File: config.mk
export PLATFORM = sky130hd
export DESIGN_NAME = therm_tally_top
export DESIGN_NICKNAME = d
export VERILOG_FILES = /design/src/rtl/therm_pkg.sv /design/src/rtl/therm_sync.sv /design/src/rtl/therm_accum.sv /design/src/rtl/therm_alert_eval.sv /design/src/rtl/fan_boost.sv /design/src/rtl/therm_tally_top.sv
export SDC_FILE = /design/constraint.sdc
export NUM_CORES = 1
export LEC_CHECK = 0
export ABC_AREA = 1
export BUFFER_PORTS_ARGS = -buffer_cell sky130_fd_sc_hd__buf_2
export CAP_MARGIN = 10
export CORE_ASPECT_RATIO = 1.25
export CORE_MARGIN = 1
export CORE_UTILIZATION = 40
export CTS_CLUSTER_DIAMETER = 40
export CTS_CLUSTER_SIZE = 8
export DETAILED_ROUTE_END_ITERATION = 10
export PLACE_DENSITY = 0.84
export SLEW_MARGIN = 5
export SYNTH_ARGS = -nofsm -noshare
export SYNTH_HDL_FRONTEND = slang
export SYNTH_SLANG_ARGS = --single-unit
File: constraint.sdc
create_clock -name clk -period 1.9 [get_ports clk]
set_input_delay 0.19 -clock clk [delete_from_list [all_inputs] [get_ports clk]]
set_output_delay 0.19 -clock clk [all_outputs]
set_load 0.03 [all_outputs]
File: src/rtl/therm_pkg.sv
package therm_pkg;
  typedef enum logic {
    ALERT_CUMULATIVE = 1'b0,
    ALERT_FIRST_HIT  = 1'b1
  } alert_mode_e;
endpackage

File: src/rtl/therm_sync.sv
module therm_sync #(
  parameter int STAGES = 2
) (
  input  logic clk,
  input  logic rst_n,
  input  logic async_n_i,
  output logic active_o
);
  logic [STAGES-1:0] chain_q;

  always_ff @(posedge clk or negedge rst_n) begin
    if (!rst_n) chain_q <= '1;
    else        chain_q <= {chain_q[STAGES-2:0], async_n_i};
  end

  assign active_o = ~chain_q[STAGES-1];
endmodule

File: src/rtl/therm_accum.sv
module therm_accum #(
  parameter int ACC_W = 8
) (
  input  logic             clk,
  input  logic             rst_n,
  input  logic             active_i,
  input  logic             en_i,
  input  logic             tick_i,
  input  logic             rd_i,
  output logic [ACC_W-1:0] total_o,
  output logic             seen_o
);
  localparam logic [ACC_W-1:0] SAT = '1;

  logic [ACC_W-1:0] total_q;
  logic             seen_q;
  logic             bump;

  assign bump = en_i && active_i && tick_i && (total_q != SAT);

  always_ff @(posedge clk or negedge rst_n) begin
    if (!rst_n) begin
      total_q <= '0;
      seen_q  <= 1'b0;
    end else if (rd_i) begin
      total_q <= '0;
      seen_q  <= 1'b0;
    end else begin
      if (bump)              total_q <= total_q + 1'b1;
      if (en_i && active_i)  seen_q  <= 1'b1;
    end
  end

  assign total_o = total_q;
  assign seen_o  = seen_q;

  a_r4_no_wrap: assert property (@(posedge clk) disable iff (!rst_n)
    (total_q == SAT && !rd_i) |=> total_q == SAT);
  a_r5_read_clears: assert property (@(posedge clk) disable iff (!rst_n)
    rd_i |=> (total_q == '0 && !seen_q));
  a_r3_hold_when_off: assert property (@(posedge clk) disable iff (!rst_n)
    (!en_i && !rd_i) |=> $stable(total_q));
  a_r3_unit_step: assert property (@(posedge clk) disable iff (!rst_n)
    (!rd_i && total_q != SAT) |=> (total_q == $past(total_q) || total_q == $past(total_q) + 1'b1));
endmodule

File: src/rtl/therm_alert_eval.sv
module therm_alert_eval
  import therm_pkg::*;
#(
  parameter int ACC_W = 8
) (
  input  logic [ACC_W-1:0] total_i,
  input  logic             seen_i,
  input  logic [ACC_W-1:0] limit_i,
  input  logic             mask_i,
  output logic             alert_o
);
  alert_mode_e mode;
  logic        raw;

  always_comb begin
    mode = (limit_i == '0) ? ALERT_FIRST_HIT : ALERT_CUMULATIVE;
    unique case (mode)
      ALERT_FIRST_HIT:  raw = seen_i;
      default:          raw = (total_i > limit_i);
    endcase
    alert_o = raw && !mask_i;
  end
endmodule

File: src/rtl/fan_boost.sv
module fan_boost #(
  parameter int NUM_FANS = 4,
  parameter int DUTY_W   = 8
) (
  input  logic                       boost_i,
  input  logic                       active_i,
  input  logic [NUM_FANS*DUTY_W-1:0] duty_i,
  output logic [NUM_FANS*DUTY_W-1:0] duty_o
);
  localparam logic [DUTY_W-1:0] FULL = '1;

  for (genvar f = 0; f < NUM_FANS; f++) begin : g_fan
    logic [DUTY_W-1:0] din;
    logic              running;
    assign din     = duty_i[f*DUTY_W +: DUTY_W];
    assign running = (din != '0);
    assign duty_o[f*DUTY_W +: DUTY_W] = (boost_i && active_i && running) ? FULL : din;

    always_comb begin
      a_r10_never_lowers: assert (duty_o[f*DUTY_W +: DUTY_W] >= din);
    end
  end
endmodule

File: src/rtl/therm_tally_top.sv
module therm_tally_top #(
  parameter int ACC_W    = 8,
  parameter int NUM_FANS = 4,
  parameter int DUTY_W   = 8
) (
  input  logic                       clk,
  input  logic                       rst_n,
  input  logic                       therm_n_i,
  input  logic                       tick_i,
  input  logic                       cfg_en_i,
  input  logic                       cfg_mask_i,
  input  logic                       cfg_boost_i,
  input  logic [ACC_W-1:0]           limit_i,
  input  logic                       rd_req_i,
  output logic [ACC_W-1:0]           rd_data_o,
  output logic                       alert_o,
  input  logic [NUM_FANS*DUTY_W-1:0] duty_in_i,
  output logic [NUM_FANS*DUTY_W-1:0] duty_out_o
);
  logic             active;
  logic [ACC_W-1:0] total;
  logic             seen;

  therm_sync #(.STAGES(2)) u_sync (
    .clk(clk), .rst_n(rst_n), .async_n_i(therm_n_i), .active_o(active));

  therm_accum #(.ACC_W(ACC_W)) u_accum (
    .clk(clk), .rst_n(rst_n), .active_i(active), .en_i(cfg_en_i),
    .tick_i(tick_i), .rd_i(rd_req_i), .total_o(total), .seen_o(seen));

  therm_alert_eval #(.ACC_W(ACC_W)) u_alert (
    .total_i(total), .seen_i(seen), .limit_i(limit_i),
    .mask_i(cfg_mask_i), .alert_o(alert_o));

  fan_boost #(.NUM_FANS(NUM_FANS), .DUTY_W(DUTY_W)) u_boost (
    .boost_i(cfg_boost_i), .active_i(active),
    .duty_i(duty_in_i), .duty_o(duty_out_o));

  assign rd_data_o = total;

  a_r2_two_stage: assert property (@(posedge clk) disable iff (!rst_n)
    (therm_n_i && $past(therm_n_i)) |=> !active);
  a_r8_mask_silences: assert property (@(posedge clk) disable iff (!rst_n)
    cfg_mask_i |-> !alert_o);
endmodule

# [After elaboration in Yosys (flattened, before gate mapping)]
# Cells that the tools add are included.
[totals] regBits=11 in_bits=48 output_inout_bits=41
[op_classes] mux=10 add_sub_neg=1 eq_ne=1 order_cmp=1 n_bitwise=1 reduce_logical=17
[ops] cell="8-bit 2-to-1 mux" n=6
[ops] cell="8-bit nonzero test" n=4
[ops] cell="1-bit logical AND" n=9
[ops] cell="8-bit by 1-bit adder with 8-bit output, second input constant" n=1
[ops] cell="8-bit greater-than comparator" n=1
[ops] cell="8-bit logical NOT" n=1
[ops] cell="8-bit inequality test, second input constant" n=1
[ops] cell="1-bit 2-to-1 mux" n=4
[ops] cell="2-bit nonzero test" n=2
[ops] cell="1-bit logical NOT" n=1
[ops] cell="1-bit NOT" n=1

# [Longest topological paths before layout]
# Gate-level depths: netlist of the first run.
[depth] word_depth=6 depth_mapped=11 depth_no_buf=11

# [Hierarchy]
# A second synthesis of the first run with hierarchy kept.
[unflattened] cells_unflattened=221 area_unflattened_um2=1281.2
[modules_own_cells] module="therm_accum" area_per_inst_um2=549.3 n_inst=1 cells_each=78
[modules_own_cells] module="fan_boost" area_per_inst_um2=412.9 n_inst=1 cells_each=94
[modules_own_cells] module="therm_alert_eval" area_per_inst_um2=262.8 n_inst=1 cells_each=46
[modules_own_cells] module="therm_sync" area_per_inst_um2=56.3 n_inst=1 cells_each=3

# [Worst setup path before layout of the first run]
# No wires, ideal clock.
[synth_path] path_type="register to output" startpoint="register u_accum.total_q[7], in the netlist u_accum.total_o[7]" endpoint="output port alert_o" arrival_ns=1.655 n_path_buf=0 path_slack_ns=0.055 stages_incl_launch_ff=8 path_cell_list="dfrtp_1 > ha_1 > nand2_1 > nor2_1 > nand2_1 > nand2_1 > nand2_1 > a21oi_1"
[synth_via] elab_chain_len=3
[synth_rtl] element="start: declaration" line="therm_accum.sv:15" rtl="logic [ACC_W-1:0] total_q;"
[synth_rtl] element="start signal: assignment" line="therm_accum.sv:29" rtl="if (bump) total_q <= total_q + 1'b1;"
[synth_rtl] element="8-bit greater-than comparator" line="therm_alert_eval.sv:19" rtl="default: raw = (total_i > limit_i);"
[synth_rtl] element="1-bit 2-to-1 mux" line="therm_alert_eval.sv:17" rtl="unique case (mode)"
[synth_rtl] element="1-bit logical AND" line="therm_alert_eval.sv:21" rtl="alert_o = raw && !mask_i;"
[synth_rtl] element="end: declaration" line="therm_tally_top.sv:16" rtl="output logic alert_o,"
# No other way between the ends.

# [Final worst setup path of the first run]
[layout_path] startpoint="register u_accum.total_q[5], in the netlist u_accum.total_o[5]" endpoint="output port alert_o"
# The elaborated chain is that of the path after synthesis.

==> impl_metrics.env, run 1 <==
export IMPL_result_of_the_run="finished clean"
export IMPL_clock_skew_ps=1.004
export IMPL_arrival_ps=1670
export IMPL_core_area_mm2=0.002706
export IMPL_fin_tns_setup_ps=0
export IMPL_post_synth_instance_area_mm2=0.001156
export IMPL_worst_pin_slew_ps=501.8
export IMPL_drt_vias_per_instance=4.627
export IMPL_gr_total_overflow=0
export IMPL_sequential_fraction_of_the_synthesis_area=0.2403
export IMPL_tritoncts_num_sinks=11
export IMPL_path_class="flip-flop to output port"
export IMPL_synth_top_area_frac=0.2110
export IMPL_max_cap_viol_count=0
export IMPL_pin_count_of_the_biggest_net_entering_global_routing=12
export IMPL_antenna_diode_count=0
export IMPL_place_gp_congestion=0.8574
export IMPL_layout_min_cycle_time_ps=1855
export IMPL_min_delay_path_class="input port to flip-flop"
export IMPL_detail_route_first_pass_iterations=4
export IMPL_synth_area_per_cell_um2=5.899
export IMPL_final_setup_violation_count=0
export IMPL_worstPathMaxFanout=7
export IMPL_dpl_hpwl_mm=2.605
export IMPL_die_area_mm2=0.003111
export IMPL_cts_htree_levels=1
export IMPL_post_route_drc_count=0
export IMPL_layout_worst_path_cycle_share=0.9764
export IMPL_synth_lib_cells_used_distinct=21
export IMPL_starting_utilization_of_the_core_area=0.4272
export IMPL_drv_slew=0
export IMPL_top_level_ports=89
export IMPL_avgRoutedWirePerCell_um=10.14
export IMPL_rrSetupSlack_ps=330
export IMPL_clockRootBuffer="sky130_fd_sc_hd__clkbuf_4"
export IMPL_finish_net_count=354
export IMPL_rsz0062_at_grt="yes"
export IMPL_worst_setup_hold_path_clk_slew_ps=70
export IMPL_floorplan_die_height_um=62.11
export IMPL_static_leakage_nw=1.161
export IMPL_reg2reg_from="u_accum.total_o[1]"
export IMPL_cts_buffers_inserted=3
export IMPL_grt_antenna_before_repair=0
export IMPL_buffers_added_on_ports=88
export IMPL_irDropWorstVdd_v=0.0003782
export IMPL_antenna_left=0
export IMPL_groute_usage_overall=0.1968
export IMPL_synth_area_leader_cell="sky130_fd_sc_hd__nand2_1"
export IMPL_crit_path_start_kind="flip-flop"
export IMPL_via_count=1527
export IMPL_ys_warnings_count=0
export IMPL_end_kind="output port"
export IMPL_timing_hold_worst_start="rd_req_i"
export IMPL_hold_viol=0
export IMPL_largest_cells_by_area_after_synthesis="sky130_fd_sc_hd__nand2_1 (21%), sky130_fd_sc_hd__dfrtp_1 (19%), sky130_fd_sc_hd__inv_1 (18%), sky130_fd_sc_hd__ha_1 (9.7%), sky130_fd_sc_hd__nand4_1 (7.6%)"
export IMPL_post_synth_inst_count=196
export IMPL_nFillCells=250
export IMPL_power_density_mw_per_mm2=393.5
export IMPL_achievable_frequency_mhz=539.0
export IMPL_final_cells=330
export IMPL_chipWidth_um=50.09
export IMPL_maxSlewHeadroom=0.6632
export IMPL_ys_ff_latch=11
export IMPL_dp_cells=318
export IMPL_grt_first_pass_wirelength_mm=4.968
export IMPL_final_layout_size_suffix_gt1_frac=0.3986
export IMPL_worst_skew_late_latency_ps=270
export IMPL_pre_cts_slack_ps=262.9
export IMPL_detail_route_iter0_violations=26
export IMPL_cts_path_max_buffers=2
export IMPL_post_route_worst_setup_slack_ps=44.83
export IMPL_setup_worst_path_start="u_accum.total_o[5]"
export IMPL_mappedNetlistNets=253
export IMPL_syn_to_final_growth_pct=55.63
export IMPL_grt_pass1_vias=1213
export IMPL_required_arrival_time_at_the_worst_endpoint_ps=1710
export IMPL_tritoncts="done"
export IMPL_std_cell_rows=21
export IMPL_routed_wl_mm=3.345
==> cells in the mapped netlist <==
cell type / instances
sky130_fd_sc_hd__buf_4: 1
sky130_fd_sc_hd__nor3_2: 1
sky130_fd_sc_hd__nand2_1: 65
sky130_fd_sc_hd__a21oi_1: 4
sky130_fd_sc_hd__dfstp_2: 2
sky130_fd_sc_hd__nand3_1: 10
sky130_fd_sc_hd__nor2_2: 1
sky130_fd_sc_hd__nand2_2: 1
sky130_fd_sc_hd__o21ai_1: 7
sky130_fd_sc_hd__ha_1: 9
sky130_fd_sc_hd__dfrtp_1: 9
sky130_fd_sc_hd__clkinv_4: 1
sky130_fd_sc_hd__nor2_1: 6
sky130_fd_sc_hd__nand4_1: 14
sky130_fd_sc_hd__nor3_1: 1
sky130_fd_sc_hd__inv_1: 56
sky130_fd_sc_hd__clkinv_1: 1
sky130_fd_sc_hd__nand2_4: 1
sky130_fd_sc_hd__o21ai_0: 2
sky130_fd_sc_hd__or2_2: 2
sky130_fd_sc_hd__a21o_1: 2
==> layer usage <==
layer	GRT usage	vias to the layer above	share of wire
li1	-	797	-
met1	0.2427	668	0.40
met2	0.3400	58	0.51
met3	0.02206	4	0.068
met4	0.07500	0	0.016
met5	0	-	0
==> worst paths after layout <==
path	endpoint	cells past startpoint
setup / recovery	alert_o	8
hold / removal	u_accum.seen_o	2
setup reg to reg	u_accum.total_o[0]	9
hold reg to reg	u_sync.chain_q[1]	0
max in group asynchronous	u_sync.chain_q[1]	2
min in group asynchronous	u_accum.total_o[2]	2
==> registers in the layout (all words and copies together) (netlist names) <==
name / count
u_accum.total_o: 8
u_sync.chain_q: 2
u_accum.seen_o: 1
==> cell type report <==
| class | count | area, um^2 | share of cell area |
|---|---|---|---|
| Multi-Input combinational cell | 126 | 708.2 | 0.3936 |
| Timing Repair Buffer | 97 | 519.2 | 0.2886 |
| Sequential cell | 11 | 280.3 | 0.1558 |
| Inverter | 58 | 222.7 | 0.1238 |
| Tap cell | 34 | 42.54 | 0.02364 |
| Clock buffer | 4 | 26.28 | 0.01460 |
==> cells by family (layout without fill, tap and decap cells) <==
| logic type | after synthesis | after routing | share of synthesized area |
|---|---|---|---|
| AO/OA/AOI/OAI | 15 | 15 | 0.06926 |
| AND/OR/NAND/NOR | 102 | 102 | 0.3939 |
| buffers and inverters | 59 | 159 | 0.1991 |
| flip-flops | 11 | 11 | 0.2403 |
| adder cells (fa/ha/maj) | 9 | 9 | 0.09740 |
==> per-stage QoR <==
step	hold slack [ps]	util	area, um^2	total power [W]
floorplan	-105.6	-	1156	0.0004266
global placement	69.49	0.6056	1639	0.0005338
CTS	68.86	0.6274	1698	0.0007083
finish	80.86	0.6648	1799	0.0007080
detailed placement	69.70	0.6056	1639	0.0005358
global route	86.25	0.6648	1799	0.0007484
==> layout by cell type, fill, tap and decap left out, types with 2 or more instances in the layout <==
master,count
sky130_fd_sc_hd__a21oi_2,2
sky130_fd_sc_hd__inv_1,56
sky130_fd_sc_hd__buf_4,7
sky130_fd_sc_hd__dlygate4sd3_1,2
sky130_fd_sc_hd__nand2_1,62
sky130_fd_sc_hd__a21oi_1,2
sky130_fd_sc_hd__dfrtp_1,7
sky130_fd_sc_hd__o21ai_0,2
sky130_fd_sc_hd__nor2_1,5
sky130_fd_sc_hd__dfrtp_2,2
sky130_fd_sc_hd__a21o_1,2
sky130_fd_sc_hd__nand4_1,14
sky130_fd_sc_hd__or2_2,2
sky130_fd_sc_hd__nand3_1,10
sky130_fd_sc_hd__ha_4,3
sky130_fd_sc_hd__buf_2,87
sky130_fd_sc_hd__ha_1,6
sky130_fd_sc_hd__o21ai_1,7
sky130_fd_sc_hd__nand2_2,4
sky130_fd_sc_hd__clkbuf_4,3
sky130_fd_sc_hd__dfstp_2,2
==> power by group <==
group / switching, W / internal, W
sequential: 0.00000258 / 0.000241
combinational: 0.000199 / 0.000103
clock: 0.0000814 / 0.0000815
==> worst max-delay path, cell delays in order, from the launching register on <==
cell,delay [ps]
sky130_fd_sc_hd__dfrtp_2,470
sky130_fd_sc_hd__ha_4,290
sky130_fd_sc_hd__nand2_2,50
sky130_fd_sc_hd__a21oi_2,130
sky130_fd_sc_hd__nor2_1,50
sky130_fd_sc_hd__nand2_1,50
sky130_fd_sc_hd__nand2_1,60
sky130_fd_sc_hd__a21oi_2,150
sky130_fd_sc_hd__buf_6,150
==> repair_timing <==
item	4_1_cts	5_1_grt
endpoints found under the setup margin	1	1
gates resized for setup	2	12
setup buffers	1	5
hold buffers	2	0
pin swaps	0	7
hold endpoints to repair	10	0
Power figures use the tool's default switching activity.
==> run 2, diff against run 1 <==
==> constraint.sdc (replaced) <==
create_clock -name clk -period 1.9 [get_ports clk]
set_input_delay 0.095 -clock clk [delete_from_list [all_inputs] [get_ports clk]]
set_output_delay 0.095 -clock clk [all_outputs]
set_load 0.03 [all_outputs]
==> run 2 against run 1 <==
Against the previous run: routed wire length shrank 6.5%; critical path depth grew 2; non-clock buffer count shrank 3; flip-flop and latch count is the same; sequential share of layout area grew 0.58 points; power shrank 1.4%; critical endpoint unchanged; largest cell class unchanged; highest routed layer unchanged.
==> impl_metrics.env, run 2 (synthesis results as in run 1) <==
export IMPL_result_of_the_run="finished clean"
export IMPL_avgRoutedWirePerCell_um=9.560
export IMPL_worst_skew_late_latency_ps=270
export IMPL_hold_path_cell_count=3
export IMPL_pre_cts_slack_ps=362.8
export IMPL_achievable_frequency_mhz=570.0
export IMPL_cts_htree_levels=1
export IMPL_worstPathCellList="ha_1 -> nand2_1 -> inv_1 -> nand2_1 -> nand2_1 -> nand2_1 -> nand2_1 -> nand2_1 -> a21oi_2 -> buf_4"
export IMPL_rsz0062_at_grt="no"
export IMPL_gr_total_overflow=0
export IMPL_fin_tns_setup_ps=0
export IMPL_max_cap_viol_count=0
export IMPL_finish_utilization=0.6352
export IMPL_via_count=1511
export IMPL_required_arrival_time_at_the_worst_endpoint_ps=1800
export IMPL_clock_skew_ps=3.258
export IMPL_power_density_mw_per_mm2=406.0
export IMPL_path_class="flip-flop to output port"
export IMPL_syn_to_final_growth_pct=48.70
export IMPL_worstPathMaxFanout=5
export IMPL_crit_reg2reg_capture="u_accum.total_o[0]"
export IMPL_core_area_mm2=0.002706
export IMPL_drv_slew=0
export IMPL_cp_common_cell="sky130_fd_sc_hd__nand2_1"
export IMPL_grt_pass1_vias=1238
export IMPL_critical_path_slowest_cell="sky130_fd_sc_hd__dfrtp_1"
export IMPL_reg2reg_from="u_accum.total_o[1]"
export IMPL_critical_path_top_delay_family="flip-flops"
export IMPL_static_leakage_nw=1.148
export IMPL_chipWidth_um=50.09
export IMPL_worst_r2r_cell_count=8
export IMPL_arrival_ps=1660
export IMPL_die_area_mm2=0.003111
export IMPL_layout_common_cells="sky130_fd_sc_hd__buf_2 (87), sky130_fd_sc_hd__nand2_1 (65), sky130_fd_sc_hd__inv_1 (56), sky130_fd_sc_hd__nand4_1 (14), sky130_fd_sc_hd__nand3_1 (10)"
export IMPL_routed_wl_mm=3.126
export IMPL_sum_of_buffers_and_inverters_on_the_critical_path=2
export IMPL_minimum_hold_slack_ps=62.32
export IMPL_std_cell_rows=21
export IMPL_max_stage_delay_ps=430
export IMPL_detail_route_iter0_violations=21
export IMPL_crit_cells=10
export IMPL_post_route_drc_count=0
export IMPL_tritoncts="done"
export IMPL_finish_instance_area_mm2=0.001719
export IMPL_post_route_worst_setup_slack_ps=145.5
export IMPL_cts_buffers_inserted=3
export IMPL_dpl_hpwl_mm=2.629
export IMPL_pin_count_of_the_biggest_net_entering_global_routing=12
export IMPL_final_layout_size_suffix_gt1_frac=0.3584
export IMPL_place_gp_congestion=0.8574
export IMPL_drt_vias_per_instance=4.621
export IMPL_setup_worst_path_start="u_accum.total_o[3]"
export IMPL_hold_viol=0
export IMPL_rrSetupSlack_ps=460
export IMPL_layout_min_cycle_time_ps=1754
export IMPL_antenna_left=0
export IMPL_grt_antenna_before_repair=0
export IMPL_cts_path_max_buffers=2
export IMPL_starting_utilization_of_the_core_area=0.4272
export IMPL_worst_pin_slew_ps=498.2
export IMPL_floorplan_die_height_um=62.11
export IMPL_groute_usage_overall=0.1973
export IMPL_top_level_ports=89
export IMPL_min_delay_path_class="input port to flip-flop"
export IMPL_worst_setup_hold_path_clk_slew_ps=70
export IMPL_crit_path_start_kind="flip-flop"
export IMPL_final_common_cell="sky130_fd_sc_hd__buf_2"
export IMPL_clockRootBuffer="sky130_fd_sc_hd__clkbuf_4"
export IMPL_antenna_diode_count=0
export IMPL_detail_route_first_pass_iterations=4
export IMPL_layout_worst_path_cycle_share=0.9234
export IMPL_maxSlewHeadroom=0.6656
export IMPL_grt_first_pass_wirelength_mm=5.002
export IMPL_buffers_added_on_ports=88
export IMPL_placement_cell_area_mm2=0.001639
export IMPL_final_setup_violation_count=0
export IMPL_tritoncts_num_sinks=11
export IMPL_irDropWorstVdd_v=0.0003809
export IMPL_largest_register_ffs=8
export IMPL_finish_net_count=351
export IMPL_end_kind="output port"
export IMPL_end_of_the_critical_path="alert_o"
==> run 2: power breakdown <==
group / total, W / internal, W / switching, W
clock: 0.000161 / 0.0000815 / 0.0000799
combinational: 0.000293 / 0.0000990 / 0.000194
sequential: 0.000243 / 0.000241 / 0.00000273
total: 0.000698 / 0.000421 / 0.000277
==> run 2: cell type report <==
type	count	area (um^2)
Clock buffer	4	26.28
Fill cell	268	987.2
Inverter	58	222.7
Multi-Input combinational cell	126	654.4
Sequential cell	11	277.8
Tap cell	34	42.54
Timing Repair Buffer	94	495.5
==> run 2: per-layer routing <==
metal,global-route usage,share of wire
met3,0.03186,0.070
met2,0.3400,0.49
met1,0.2382,0.42
met5,0,0
met4,0.07500,0.016
==> run 2: worst min path at each step <==
stage	start	endpoint	slack, ps
2_1_floorplan	rst_n	u_accum.seen_o	-200
3_3_place_gp	rst_n	u_accum.total_o[0]	-30
3_5_place_dp	rst_n	u_accum.total_o[1]	-30
4_1_cts	cfg_en_i	u_accum.seen_o	50
5_1_grt	cfg_en_i	u_accum.seen_o	80
6_report	cfg_en_i	u_accum.seen_o	60
==> run 2: timing repair <==
| item | in CTS | in global routing |
|---|---|---|
| hold buffers | 3 | 0 |
| setup buffers | 0 | 2 |
| hold endpoints to repair | 13 | 0 |
| resized for setup | 0 | 4 |
| endpoints found under the setup margin | 0 | 1 |
==> run 2: worst min-delay path: stages <==
cell	delay, ps
sky130_fd_sc_hd__buf_2	100
sky130_fd_sc_hd__nand2_1	50
sky130_fd_sc_hd__a21oi_1	50
==> run 2: stage by stage <==
step                      instances  total power, W
after CTS                       325       0.0007082
final                           327       0.0006979
after global placement          318       0.0005338
after floorplan                 196       0.0004266
after detailed placement        318       0.0005365
after global routing            327       0.0007409
==> run 3, diff against run 2 <==
Settings changed: ABC_AREA 1 to default, CTS_BUF_LIST from default to sky130_fd_sc_hd__clkbuf_16, PLACE_DENSITY 0.84 to 0.85.
==> run 3 against run 2 <==
Against the previous run: synthesized area fell by 3.2%; flip-flop and latch count unchanged; sequential power grew 2%; worst hold slack gained 110 ps; die area down 3.1%; combinational power up 1%; register-to-register slack got worse by 310 ps; count of clock-buffer cells in the layout decreased by 1; critical path type unchanged.
==> impl_metrics.env, run 3 <==
export IMPL_synth_area_leader_cell="sky130_fd_sc_hd__dfrtp_1"
export IMPL_achievable_frequency_mhz=528.9
export IMPL_layout_min_cycle_time_ps=1891
export IMPL_worst_setup_hold_path_clk_slew_ps=40
export IMPL_finish_net_count=283
export IMPL_clock_skew_ps=2.701
export IMPL_detail_route_first_pass_iterations=6
export IMPL_multi_input_area_um2=797.0
export IMPL_grt_antenna_before_repair=0
export IMPL_async_flop_share=1.000
export IMPL_ys_ff_latch=11
export IMPL_postSynth_topFlopCell="sky130_fd_sc_hd__dfrtp_1"
export IMPL_drt_vias_per_instance=5.286
export IMPL_final_setup_violation_count=0
export IMPL_synth_area_per_cell_um2=8.604
export IMPL_synth_enable_flop_cells=0
export IMPL_clockRootBuffer="sky130_fd_sc_hd__clkbuf_16"
export IMPL_nFillCells=241
export IMPL_post_route_drc_count=0
export IMPL_placement_cell_area_mm2=0.001594
export IMPL_synth_lib_cells_used_distinct=34
export IMPL_ys_warnings_count=0
export IMPL_maxSlewHeadroom=0.7295
export IMPL_gr_total_overflow=0
export IMPL_synth_compound_area_share=0.1488
export IMPL_layout_common_cells="sky130_fd_sc_hd__buf_2 (87), sky130_fd_sc_hd__or2_2 (17), sky130_fd_sc_hd__or2_1 (15), sky130_fd_sc_hd__inv_1 (11), sky130_fd_sc_hd__nor4_1 (9)"
export IMPL_static_leakage_nw=0.8825
export IMPL_antenna_diode_count=0
export IMPL_worst_skew_late_latency_ps=240
export IMPL_via_count=1369
export IMPL_max_cap_viol_count=0
export IMPL_starting_utilization_of_the_core_area=0.4174
export IMPL_final_layout_size_suffix_gt1_frac=0.5689
export IMPL_hold_viol=0
export IMPL_sequential_fraction_of_the_synthesis_area=0.2483
export IMPL_die_area_mm2=0.003013
export IMPL_finish_instance_area_mm2=0.001725
export IMPL_avgRoutedWirePerCell_um=13.93
export IMPL_pre_cts_slack_ps=270.2
export IMPL_sequential_cell_area_um2=280.3
export IMPL_irDropWorstVdd_v=0.0004926
export IMPL_arrival_ps=1800
export IMPL_crit_path_start_kind="flip-flop"
export IMPL_buffers_added_on_ports=88
export IMPL_place_gp_congestion=0.8745
export IMPL_yosys_area_share_simple=0.4016
export IMPL_worst_pin_slew_ps=402.0
export IMPL_worstPathMaxFanout=4
export IMPL_cts_htree_levels=1
export IMPL_pin_count_of_the_biggest_net_entering_global_routing=12
export IMPL_groute_usage_overall=0.2205
export IMPL_grt_pass1_vias=1163
export IMPL_end_kind="output port"
export IMPL_synth_cells_most_frequent="sky130_fd_sc_hd__or2_2 (17), sky130_fd_sc_hd__or2_1 (15), sky130_fd_sc_hd__inv_1 (10)"
export IMPL_tritoncts_num_sinks=11
export IMPL_largest_register_ffs=8
export IMPL_tritoncts="done"
export IMPL_syn_to_final_growth_pct=54.25
export IMPL_synthMuxAreaShare=0.01902
export IMPL_synth_xor_area_frac=0.03132
export IMPL_post_route_worst_setup_slack_ps=9.441
export IMPL_required_arrival_time_at_the_worst_endpoint_ps=1800
export IMPL_routed_wl_mm=3.608
export IMPL_cts_buffers_inserted=3
export IMPL_chipWidth_um=49.30
export IMPL_grt_first_pass_wirelength_mm=4.933
export IMPL_std_cell_rows=21
export IMPL_core_area_mm2=0.002680
export IMPL_floorplan_die_height_um=61.13
export IMPL_mappedNetlistNets=187
export IMPL_antenna_left=0
export IMPL_main_combinational_cell_family_by_area_after_synthesis="simple AND/OR/NAND/NOR gates"
export IMPL_power_density_mw_per_mm2=539.2
export IMPL_synth_top_area_frac=0.2013
export IMPL_largest_cells_by_area_after_synthesis="sky130_fd_sc_hd__dfrtp_1 (20%), sky130_fd_sc_hd__ha_1 (10%), sky130_fd_sc_hd__or2_2 (9.5%), sky130_fd_sc_hd__or2_1 (8.4%), sky130_fd_sc_hd__nor4_1 (5.0%)"
export IMPL_path_class="flip-flop to output port"
export IMPL_result_of_the_run="finished clean"
export IMPL_final_cells=259
export IMPL_dp_cells=251
export IMPL_dpl_hpwl_mm=2.674
export IMPL_drv_slew=0
export IMPL_detail_route_iter0_violations=35
export IMPL_min_delay_path_class="input port to flip-flop"
export IMPL_top_level_ports=89
export IMPL_layout_worst_path_cycle_share=0.9950
export IMPL_synthAdderAreaFrac=0.1007
export IMPL_synth_most_common_cell="sky130_fd_sc_hd__or2_2"
export IMPL_final_common_cell="sky130_fd_sc_hd__buf_2"
export IMPL_cts_path_max_buffers=2
export IMPL_post_synth_inst_count=130
export IMPL_post_synth_instance_area_mm2=0.001119
-- run 3: cell types whose count changed after synthesis, moves of 3 or more --
cell / change
sky130_fd_sc_hd__a21oi_1: +3
sky130_fd_sc_hd__nand2_1: -58
sky130_fd_sc_hd__o21ai_1: -7
sky130_fd_sc_hd__nor4_1: +9
sky130_fd_sc_hd__nor2b_1: +3
sky130_fd_sc_hd__or2_2: +15
sky130_fd_sc_hd__nand4_1: -12
sky130_fd_sc_hd__nand3_1: -6
sky130_fd_sc_hd__xnor2_1: +4
sky130_fd_sc_hd__a211oi_1: +3
sky130_fd_sc_hd__inv_1: -46
sky130_fd_sc_hd__or2_1: +15
-- run 3: cell families (layout without fill, tap and decap cells) --
family,Yosys count,after routing
DFF,11,11
xor gates and xnor gates,4,4
muxes,2,2
adders and majority gates,9,9
and+or+nand+nor,73,73
buffers and inverters,13,108
AOI/OAI and AO/OA,18,18
-- run 3: area by class of cell --
type	count	share of cell area
multi-input cells	106	0.4619
repair buffers	93	0.2814
flip-flops and latches	11	0.1624
clock buffers	3	0.04351
well taps	34	0.02466
inverters	11	0.02393
clock inverters	1	0.002175
-- run 3: worst max-delay path, cell delays in order, from the launching register on --
cell and delay [ps]:
sky130_fd_sc_hd__dfrtp_2 440, sky130_fd_sc_hd__ha_4 280, sky130_fd_sc_hd__nor2b_1 150, sky130_fd_sc_hd__o211ai_1 100, sky130_fd_sc_hd__a21o_1 170, sky130_fd_sc_hd__a221oi_2 230, sky130_fd_sc_hd__buf_4 190
-- run 3: repair_timing --
item                       in CTS  in global routing
hold buffers                    2                  0
hold endpoints to repair       12                  0
setup endpoints to repair       0                  1
setup buffers                   0                  2
resized for setup               0                  5
-- run 3: layer usage --
metal  vias to the layer above  track usage  share of wire
met4                         0       0.1261          0.023
met1                       624       0.1826           0.35
met3                        10      0.05926          0.082
met2                        82       0.4677           0.55
li1                        653            -              -
met5                         -            0              0
-- run 3: worst paths after layout --
path | startpoint | end | slack (ps) | depth (start not counted)
max | u_accum.total_o[1] | alert_o | 9 | 6
min | rd_req_i | u_accum.total_o[7] | 170 | 2
max reg2reg | u_accum.total_o[1] | u_accum.total_o[6] | 150 | 6
min reg2reg | u_sync.chain_q[0] | u_sync.chain_q[1] | 350 | 0
max in group asynchronous | rst_n | u_sync.chain_q[1] | 1360 | 2
min in group asynchronous | rst_n | u_accum.total_o[7] | 280 | 2
-- run 3: through the flow --
step           hold WS [ps]  setup TNS [ps]  power [W]  utilization
3_3_place_gp         -19.84               0  0.0005345       0.5948
2_1_floorplan        -200.6               0  0.0004219            -
4_1_cts               162.3               0  0.0009238       0.6317
5_1_grt               184.7          -59.37  0.0009673       0.6438
6_report              170.9               0  0.0009304       0.6438
3_5_place_dp         -16.89               0  0.0005381       0.5948
-- run 3: where the power goes --
group / switching (W) / internal, W / leakage (nW) / total [W]
clock network: 0.000110 / 0.000277 / 0.0423 / 0.000386
logic: 0.000184 / 0.000113 / 0.698 / 0.000297
registers: 0.00000526 / 0.000242 / 0.142 / 0.000247
total: 0.000298 / 0.000632 / 0.883 / 0.000930
